$ cat src/rtl/simm_ctrl_pkg.sv
package simm_ctrl_pkg;

   // which register an I/O address hits
   typedef enum logic [2:0] {
      PSEL_NONE,
      PSEL_ID,
      PSEL_PRES,
      PSEL_SIZE,
      PSEL_PAR
   } port_sel_e;

   // fixed answer of the parity status port: no error seen
   localparam logic [7:0] PARITY_OK = 8'h01;

endpackage

$ cat src/rtl/simm_end_table.sv
module simm_end_table #(
   parameter int NUM_SOCKETS = 6,
   parameter int IDX_W       = 3,
   parameter int END_W       = 5,
   localparam int NUM_ENTRIES = 1 << IDX_W,
   localparam int DATA_W      = IDX_W + END_W
) (
   input  logic                         clk,
   input  logic                         rst,
   input  logic                         wr_en,
   input  logic [DATA_W-1:0]            wr_data,
   input  logic                         rd_adv,
   input  logic                         rd_clr,
   output logic [END_W-1:0]             rd_val,
   output logic [NUM_SOCKETS*END_W-1:0] start_flat
);

   logic [END_W-1:0] ent_q [NUM_ENTRIES];
   logic [IDX_W-1:0] idx_q;

   always_ff @(posedge clk) begin
      if (rst) begin
         idx_q <= '0;
         for (int e = 0; e < NUM_ENTRIES; e++) ent_q[e] <= '0;
      end else begin
         if (wr_en) ent_q[wr_data[DATA_W-1:END_W]] <= wr_data[END_W-1:0];
         if (rd_clr)      idx_q <= '0;
         else if (rd_adv) idx_q <= idx_q + 1'b1;
      end
   end

   assign rd_val = ent_q[idx_q];

   // start of socket s is entry s, except socket 0 which starts at 0
   for (genvar s = 0; s < NUM_SOCKETS; s++) begin : g_start
      if (s == 0) begin : g_first
         assign start_flat[s*END_W +: END_W] = '0;
      end else begin : g_rest
         assign start_flat[s*END_W +: END_W] = ent_q[s];
      end
   end

endmodule

$ cat src/rtl/simm_bank_place.sv
module simm_bank_place #(
   parameter int NUM_SOCKETS = 6,
   parameter int IDX_W       = 3,
   parameter int END_W       = 5,
   parameter int SMALL_UNITS = 1,
   parameter int BIG_UNITS   = 4,
   localparam int DATA_W     = IDX_W + END_W
) (
   input  logic                         clk,
   input  logic                         rst,
   input  logic                         auto_cfg,
   input  logic [NUM_SOCKETS-1:0]       present,
   input  logic [NUM_SOCKETS-1:0]       big,
   input  logic                         wr_en,
   input  logic [DATA_W-1:0]            wr_data,
   input  logic [NUM_SOCKETS*END_W-1:0] start_flat,
   output logic [NUM_SOCKETS-1:0]       bank_en,
   output logic [NUM_SOCKETS*END_W-1:0] bank_base
);

   logic [END_W-1:0] pack_base [NUM_SOCKETS];
   logic [END_W-1:0] acc;
   logic [IDX_W-1:0] wr_k;
   logic [END_W-1:0] wr_end;

   assign wr_k   = wr_data[DATA_W-1:END_W];
   assign wr_end = wr_data[END_W-1:0];

   // contiguous packing used by auto-configure
   always_comb begin
      acc = '0;
      for (int s = 0; s < NUM_SOCKETS; s++) begin
         pack_base[s] = acc;
         if (present[s])
            acc = acc + (big[s] ? END_W'(BIG_UNITS) : END_W'(SMALL_UNITS));
      end
   end

   for (genvar s = 0; s < NUM_SOCKETS; s++) begin : g_sock
      logic             place;
      logic [END_W-1:0] start;
      logic             en_q;
      logic [END_W-1:0] base_q;

      assign start = start_flat[s*END_W +: END_W];
      assign place = wr_en && (wr_k == IDX_W'(s + 1)) && present[s];

      always_ff @(posedge clk) begin
         if (rst) begin
            en_q   <= auto_cfg & present[s];
            base_q <= (auto_cfg && present[s]) ? pack_base[s] : '0;
         end else if (place) begin
            en_q   <= (wr_end != start);
            base_q <= start;
         end
      end

      assign bank_en[s]                   = en_q;
      assign bank_base[s*END_W +: END_W]  = base_q;
   end

endmodule

$ cat src/rtl/simm_bank_decode.sv
module simm_bank_decode #(
   parameter int NUM_SOCKETS = 6,
   parameter int END_W       = 5,
   parameter int SEG_W       = 9,
   parameter int SMALL_UNITS = 1,
   parameter int BIG_UNITS   = 4,
   localparam int PAD        = SEG_W + 1 - END_W
) (
   input  logic [NUM_SOCKETS-1:0]       bank_en,
   input  logic [NUM_SOCKETS-1:0]       big,
   input  logic [NUM_SOCKETS*END_W-1:0] bank_base,
   input  logic [SEG_W-1:0]             seg,
   output logic [NUM_SOCKETS-1:0]       sel,
   output logic                         hit
);

   logic [NUM_SOCKETS-1:0] cand;
   logic [SEG_W:0]         seg_x;

   assign seg_x = {1'b0, seg};

   for (genvar s = 0; s < NUM_SOCKETS; s++) begin : g_rng
      logic [SEG_W:0] lo;
      logic [SEG_W:0] hi;
      assign lo = {{PAD{1'b0}}, bank_base[s*END_W +: END_W]};
      assign hi = lo + (big[s] ? (SEG_W+1)'(BIG_UNITS) : (SEG_W+1)'(SMALL_UNITS));
      assign cand[s] = bank_en[s] && (seg_x >= lo) && (seg_x < hi);
   end

   // later sockets override earlier ones: highest number wins
   always_comb begin
      sel = '0;
      for (int s = 0; s < NUM_SOCKETS; s++) begin
         if (cand[s]) begin
            sel    = '0;
            sel[s] = 1'b1;
         end
      end
   end

   assign hit = |cand;

endmodule

$ cat src/rtl/simm_sizing_ctrl.sv
module simm_sizing_ctrl
   import simm_ctrl_pkg::*;
#(
   parameter int NUM_SOCKETS = 6,
   parameter int IDX_W       = 3,
   parameter int END_W       = 5,
   parameter int IO_AW       = 12,
   parameter int ADDR_W      = 32,
   parameter int UNIT_LOG2   = 23,
   parameter int SMALL_UNITS = 1,
   parameter int BIG_UNITS   = 4,
   parameter logic [IO_AW-1:0] PORT_ID   = 12'h803,
   parameter logic [IO_AW-1:0] PORT_PRES = 12'h804,
   parameter logic [IO_AW-1:0] PORT_SIZE = 12'h820,
   parameter logic [IO_AW-1:0] PORT_PAR  = 12'h841,
   localparam int NUM_ENTRIES = 1 << IDX_W,
   localparam int DATA_W      = IDX_W + END_W,
   localparam int SEG_W       = ADDR_W - UNIT_LOG2
) (
   input  logic                         clk,
   input  logic                         rst,
   input  logic [IO_AW-1:0]             io_addr,
   input  logic                         io_rd,
   input  logic                         io_wr,
   input  logic [DATA_W-1:0]            io_wdata,
   output logic [DATA_W-1:0]            io_rdata,
   input  logic [NUM_SOCKETS-1:0]       present_i,
   input  logic [NUM_SOCKETS-1:0]       big_i,
   input  logic                         auto_cfg_i,
   output logic [NUM_SOCKETS-1:0]       bank_en_o,
   output logic [NUM_SOCKETS*END_W-1:0] bank_base_o,
   input  logic [SEG_W-1:0]             bank_seg_i,
   output logic [NUM_SOCKETS-1:0]       sel_o,
   output logic                         hit_o
);

   // elaboration-time parameter checks
   if (DATA_W != 8) begin : g_bad_data_w
      $error("entry number plus end address must fill one byte");
   end
   if (NUM_SOCKETS + 1 > NUM_ENTRIES) begin : g_bad_entries
      $error("table needs one entry per socket plus entry 0");
   end
   if (NUM_SOCKETS > DATA_W) begin : g_bad_bitmap
      $error("socket bitmaps must fit a data byte");
   end
   if (SEG_W < END_W) begin : g_bad_seg
      $error("decoded address segment narrower than base field");
   end

   port_sel_e              psel;
   logic [END_W-1:0]       rd_val;
   logic [NUM_SOCKETS*END_W-1:0] start_flat;
   logic                   size_wr;

   always_comb begin
      unique case (io_addr)
         PORT_ID:   psel = PSEL_ID;
         PORT_PRES: psel = PSEL_PRES;
         PORT_SIZE: psel = PSEL_SIZE;
         PORT_PAR:  psel = PSEL_PAR;
         default:   psel = PSEL_NONE;
      endcase
   end

   assign size_wr = io_wr && (psel == PSEL_SIZE);

   simm_end_table #(
      .NUM_SOCKETS(NUM_SOCKETS), .IDX_W(IDX_W), .END_W(END_W)
   ) i_table (
      .clk       (clk),
      .rst       (rst),
      .wr_en     (size_wr),
      .wr_data   (io_wdata),
      .rd_adv    (io_rd && (psel == PSEL_SIZE)),
      .rd_clr    (io_rd && (psel == PSEL_PRES)),
      .rd_val    (rd_val),
      .start_flat(start_flat)
   );

   simm_bank_place #(
      .NUM_SOCKETS(NUM_SOCKETS), .IDX_W(IDX_W), .END_W(END_W),
      .SMALL_UNITS(SMALL_UNITS), .BIG_UNITS(BIG_UNITS)
   ) i_place (
      .clk       (clk),
      .rst       (rst),
      .auto_cfg  (auto_cfg_i),
      .present   (present_i),
      .big       (big_i),
      .wr_en     (size_wr),
      .wr_data   (io_wdata),
      .start_flat(start_flat),
      .bank_en   (bank_en_o),
      .bank_base (bank_base_o)
   );

   simm_bank_decode #(
      .NUM_SOCKETS(NUM_SOCKETS), .END_W(END_W), .SEG_W(SEG_W),
      .SMALL_UNITS(SMALL_UNITS), .BIG_UNITS(BIG_UNITS)
   ) i_decode (
      .bank_en  (bank_en_o),
      .big      (big_i),
      .bank_base(bank_base_o),
      .seg      (bank_seg_i),
      .sel      (sel_o),
      .hit      (hit_o)
   );

   always_comb begin
      io_rdata = '1;
      case (psel)
         PSEL_ID: begin
            io_rdata = '0;
            io_rdata[NUM_SOCKETS-1:0] = big_i & present_i;
         end
         PSEL_PRES: io_rdata[NUM_SOCKETS-1:0] = ~present_i;
         PSEL_SIZE: io_rdata = DATA_W'(rd_val);
         PSEL_PAR:  io_rdata = PARITY_OK;
         default:   io_rdata = '1;
      endcase
   end

endmodule

$ cat config.mk
export PLATFORM = sky130hd
export DESIGN_NAME = simm_sizing_ctrl
export DESIGN_NICKNAME = d
export VERILOG_FILES = /design/src/rtl/simm_ctrl_pkg.sv /design/src/rtl/simm_end_table.sv /design/src/rtl/simm_bank_place.sv /design/src/rtl/simm_bank_decode.sv /design/src/rtl/simm_sizing_ctrl.sv
export SDC_FILE = /design/constraint.sdc
export NUM_CORES = 1
export LEC_CHECK = 0
export BUFFER_PORTS_ARGS = -buffer_cell sky130_fd_sc_hd__buf_2
export CORE_MARGIN = 5
export CORE_UTILIZATION = 50
export CTS_BUF_LIST = sky130_fd_sc_hd__clkbuf_4 sky130_fd_sc_hd__clkbuf_8
export CTS_CLUSTER_DIAMETER = 30
export DETAILED_ROUTE_END_ITERATION = 12
export HOLD_SLACK_MARGIN = 0.02
export PLACE_DENSITY_LB_ADDON = 0.12
export SYNTH_ARGS = -nofsm -noshare
export SYNTH_HDL_FRONTEND = slang
export SYNTH_SLANG_ARGS = --single-unit
$ cat constraint.sdc
create_clock -name clk -period 7.7 [get_ports clk]
set_input_delay 0.385 -clock clk [delete_from_list [all_inputs] [get_ports clk]]
set_output_delay 0.385 -clock clk [all_outputs]
set_load 0.01 [all_outputs]
==> qor.csv <==
stage,metric,value,unit
power,worst vdd ir,0.0000939,V
cells_and_area,Area Growth Syn to Fin,11.3,%
drt,post-route ant nets,0,
critical_path,Worst Path Required,7.79,ns
drt,initial drt markers,411,
timing,FMAX,0.258,GHz
cells_and_area,area of the multi-input gates,3740,um^2
cts,CTS tree,built,
cells_and_area,Final nets,841,
place,Placement Cell Area,6910,um^2
critical_path,Critical Path Most Common Cell,ha_1,
critical_path,"Slowest-stage cell, CP",ha_1,
global_routing,largest net degree at the start of global routing,68,
synth,top_reg_cell synth,edfxtp_1,
cells_and_area,design area,7140,um^2
cts,clock slew at reported path FFs,0.07,ns
cts,Num Clock Sinks,77,
cells_and_area,Layout Utilization,56.6,%
drt,routed via count,5011,
floorplan,I/O Pins,97,
critical_path,critical path's largest stage delay,0.37,ns
power,total power,1100,uW
hold_path,Worst Hold Launch,io_rd,
drt,Routed WL per cell,18.3,um
cts,CTS Buf Count,9,
cells_and_area,Fillers,1154,
synth,library cells used by synthesis,67,
timing,setup_tns,0,ns
cts,CTS max path bufs,2,
power,clock share of power,32.6,%
cts,post_cts resized,0,
floorplan,die width,123,um
place,RD Place Congestion,0.873,
timing,clock period minus worst slack,3.88,ns
cts,Clock Tree Root,clkbuf_8,
timing,skew final,0.00720,ns
critical_path,worst setup path class,input pin to register,
place,port bufs,91,
global_routing,antenna violations before repair,0,
hold_path,Hold WC Path Type,input pin to register,
synth,Yosys reg bits,77,
power,power density over the cells,154,nW/um^2
global_routing,vias in the first global route,4923,
synth,synthesized area,6420,um^2
hold_path,Worst Hold Path EP,i_table.idx_q[1]$_SDFFE_PP0P_,
hold_path,cell depth of the worst hold path,3,
cells_and_area,Non-Filler Instances,894,
cts,Worst-Skew Late Latency,0.36,ns
synth,Synth Warn #,0,
timing,max_slew headroom,55.1,%
cts,H-tree depth,3,
place,Placed Cells,878,
cells_and_area,share of post-route cells with drive strength above 1,18.7,%
power,Internal Pwr Total,798,uW
drt,Pre-Repair DR Iteration Count,5,
critical_path,CP top delay family,adder cells,
timing,Worst Tran Pin Value,0.674,ns
critical_path,CP max FO,5,
synth,async set-or-reset flop fraction in the synthesized netlist,0,%
critical_path,Worst EP arrival,3.97,ns
timing,fin crit share,50.4,%
place,hpwl dp,13.0,mm
critical_path,worst reg-to-reg path cell count,3,
floorplan,Initial Utilization,50.9,%
floorplan,core area,12600,um^2
critical_path,r2r endpoint,i_place.g_sock[1].en_q$_DFFE_PP_,
status,status,"finished, final reports clean",
power,sw power,300,uW
power,Lkg Pwr,0.00310,uW
timing,Final Setup Violations,0,
critical_path,Crit. End Element,register,
power,Switching Share,27.4,%
drt,DRC,0,
global_routing,first-pass GRT wire length,25.8,mm
synth,syn avg cell area,9.86,um^2
timing,Fin. Hold Viols,0,
floorplan,die height,123,um
global_routing,gr ovfl total,0,
global_routing,GRT Total Usage,22.2,%
critical_path,worst reg2reg startpoint,i_table.ent_q[1][3]$_SDFFCE_PN0P_,
drt,Post-Route WL,16.3,mm
synth,sequential fraction of the synthesis area,35.1,%
timing,RSZ-0062 raised after global routing,no,
timing,"Slew Viols, Final",0,
critical_path,Critical Path Start Type,input pin,
cts,# Post-CTS Setup Buffers,0,
drt,Via density,5.61,
run,Max-cap violations,0,
synth,Mapped Cells,651,
critical_path,R2R Setup Slk,6.31,ns
cells_and_area,ANT cells,0,
power,Comb pwr share,21.8,%
floorplan,Total Die Area,15200,um^2
critical_path,crit path cell chain,buf_2 > nor2b_1 > ha_1 > mux2_2 > ha_1 > ha_1 > xnor2_1 > nand2_1 > o21ai_1 > inv_1 > ha_1 > xor2_1 > nand2_1 > o21ai_1 > ha_1 > a21o_1 > nand2_1 > nor4bb_1 > a21oi_1 > xnor2_1 > o22ai_1,
critical_path,Worst Path Buf+Inv,2,
cts,CTS Hold Bufs,0,
synth,"EDFF count, synth",71,
power,Reg power frac,45.6,%
cells_and_area,sequential cell area,2250,um^2
floorplan,Core Rows,41,
-- power by group through the flow --
stage,Clock (uW),Sequential (uW),Combinational [uW]
2_1_floorplan,0,505,165
4_1_cts,362,501,239
3_5_place_dp,0,510,237
5_1_grt,378,503,269
3_3_place_gp,0,509,227
6_report,358,501,239
-- registers in the layout, summed over array words and instances (netlist names), named ones only --
| register | count |
|---|---|
| i_place.g_sock.base_q | 25 |
| i_place.g_sock.en_q | 6 |
| i_table.ent_q | 40 |
| i_table.idx_q | 3 |
-- cell usage after synthesis, types with 7 or more instances --
| cell | instances | area, um^2 |
|---|---|---|
| a21o_1 | 14 | 105 |
| a21oi_1 | 33 | 165 |
| and2_1 | 44 | 275 |
| buf_4 | 12 | 90.1 |
| clkbuf_1 | 22 | 82.6 |
| edfxtp_1 | 71 | 2130 |
| ha_1 | 78 | 976 |
| inv_1 | 61 | 229 |
| mux2i_1 | 7 | 70.1 |
| mux4_2 | 10 | 225 |
| nand2_1 | 27 | 101 |
| nand2b_1 | 16 | 100 |
| nand3_1 | 20 | 100 |
| nor2_1 | 26 | 97.6 |
| nor2b_1 | 12 | 75.1 |
| nor3_1 | 7 | 35.0 |
| o21ai_0 | 10 | 50.1 |
| o21ai_1 | 14 | 70.1 |
| o22ai_1 | 13 | 81.3 |
| or2_1 | 8 | 50.1 |
| xnor2_1 | 34 | 298 |
| xor2_1 | 13 | 114 |
-- cell families after synthesis --
| family | share of synthesized area, % |
|---|---|
| AOI/OAI and AO/OA | 13.4 |
| adders and majority gates | 15.2 |
| other | 0.0584 |
| and+or+nand+nor | 17.9 |
| DFF | 35.1 |
| xor gates and xnor gates | 6.41 |
| buffers and inverters | 6.78 |
| muxes | 5.13 |
-- metrics by stage --
step           setup WS, ns  hold slack, ns
4_1_cts                3.87           0.344
6_report               3.82           0.354
2_1_floorplan          3.99           0.450
3_3_place_gp           3.64           0.474
5_1_grt                3.54           0.378
3_5_place_dp           3.48           0.491
-- area by class of cell --
cell class	instances	share of cell area [%]
multi-input combinational	475	52.4
sequential	77	31.5
timing repair buffer	92	6.48
inverter	62	3.26
tap	172	3.01
clock buffer	10	1.84
clock inverter	6	1.42
-- worst max path at each step --
stage / startpoint / cells after the start / endpoint
floorplan: present_i[0] / 20 / i_place.g_sock[5].base_q[4]$_DFFE_PP_
global placement: present_i[0] / 21 / i_place.g_sock[5].base_q[4]$_DFFE_PP_
detailed placement: present_i[0] / 21 / i_place.g_sock[5].base_q[4]$_DFFE_PP_
CTS: present_i[0] / 21 / i_place.g_sock[5].base_q[4]$_DFFE_PP_
global route: present_i[0] / 21 / i_place.g_sock[5].base_q[4]$_DFFE_PP_
finish: present_i[0] / 21 / i_place.g_sock[5].base_q[4]$_DFFE_PP_
-- placed cells by master, fill, tap and decap left out, types with 12 or more instances in the layout --
cell / n
a21o_1: 14
a21oi_1: 33
and2_1: 44
buf_2: 91
edfxtp_1: 71
ha_1: 78
inv_1: 61
nand2_1: 27
nand2b_1: 16
nand3_1: 20
nor2_1: 26
nor2b_1: 12
o21ai_1: 14
o22ai_1: 13
xnor2_1: 34
xor2_1: 13
-- routing by layer --
metal	part of all wire, %	wire (um)	vias up	global-route usage (%)
li1	-	-	2469	-
met1	44	7110	2361	28.9
met2	48	7880	161	37.8
met3	6.3	1030	20	3.80
met4	1.9	302	0	7.34
met5	0	0	-	0
-- worst min-delay path: cells and delay by family --
kind,cells,cell delay [ns]
compound gates,1,0.08
simple gates,1,0.08
buf+inv,1,0.12
No activity file was read; power rests on OpenSTA's default activity.
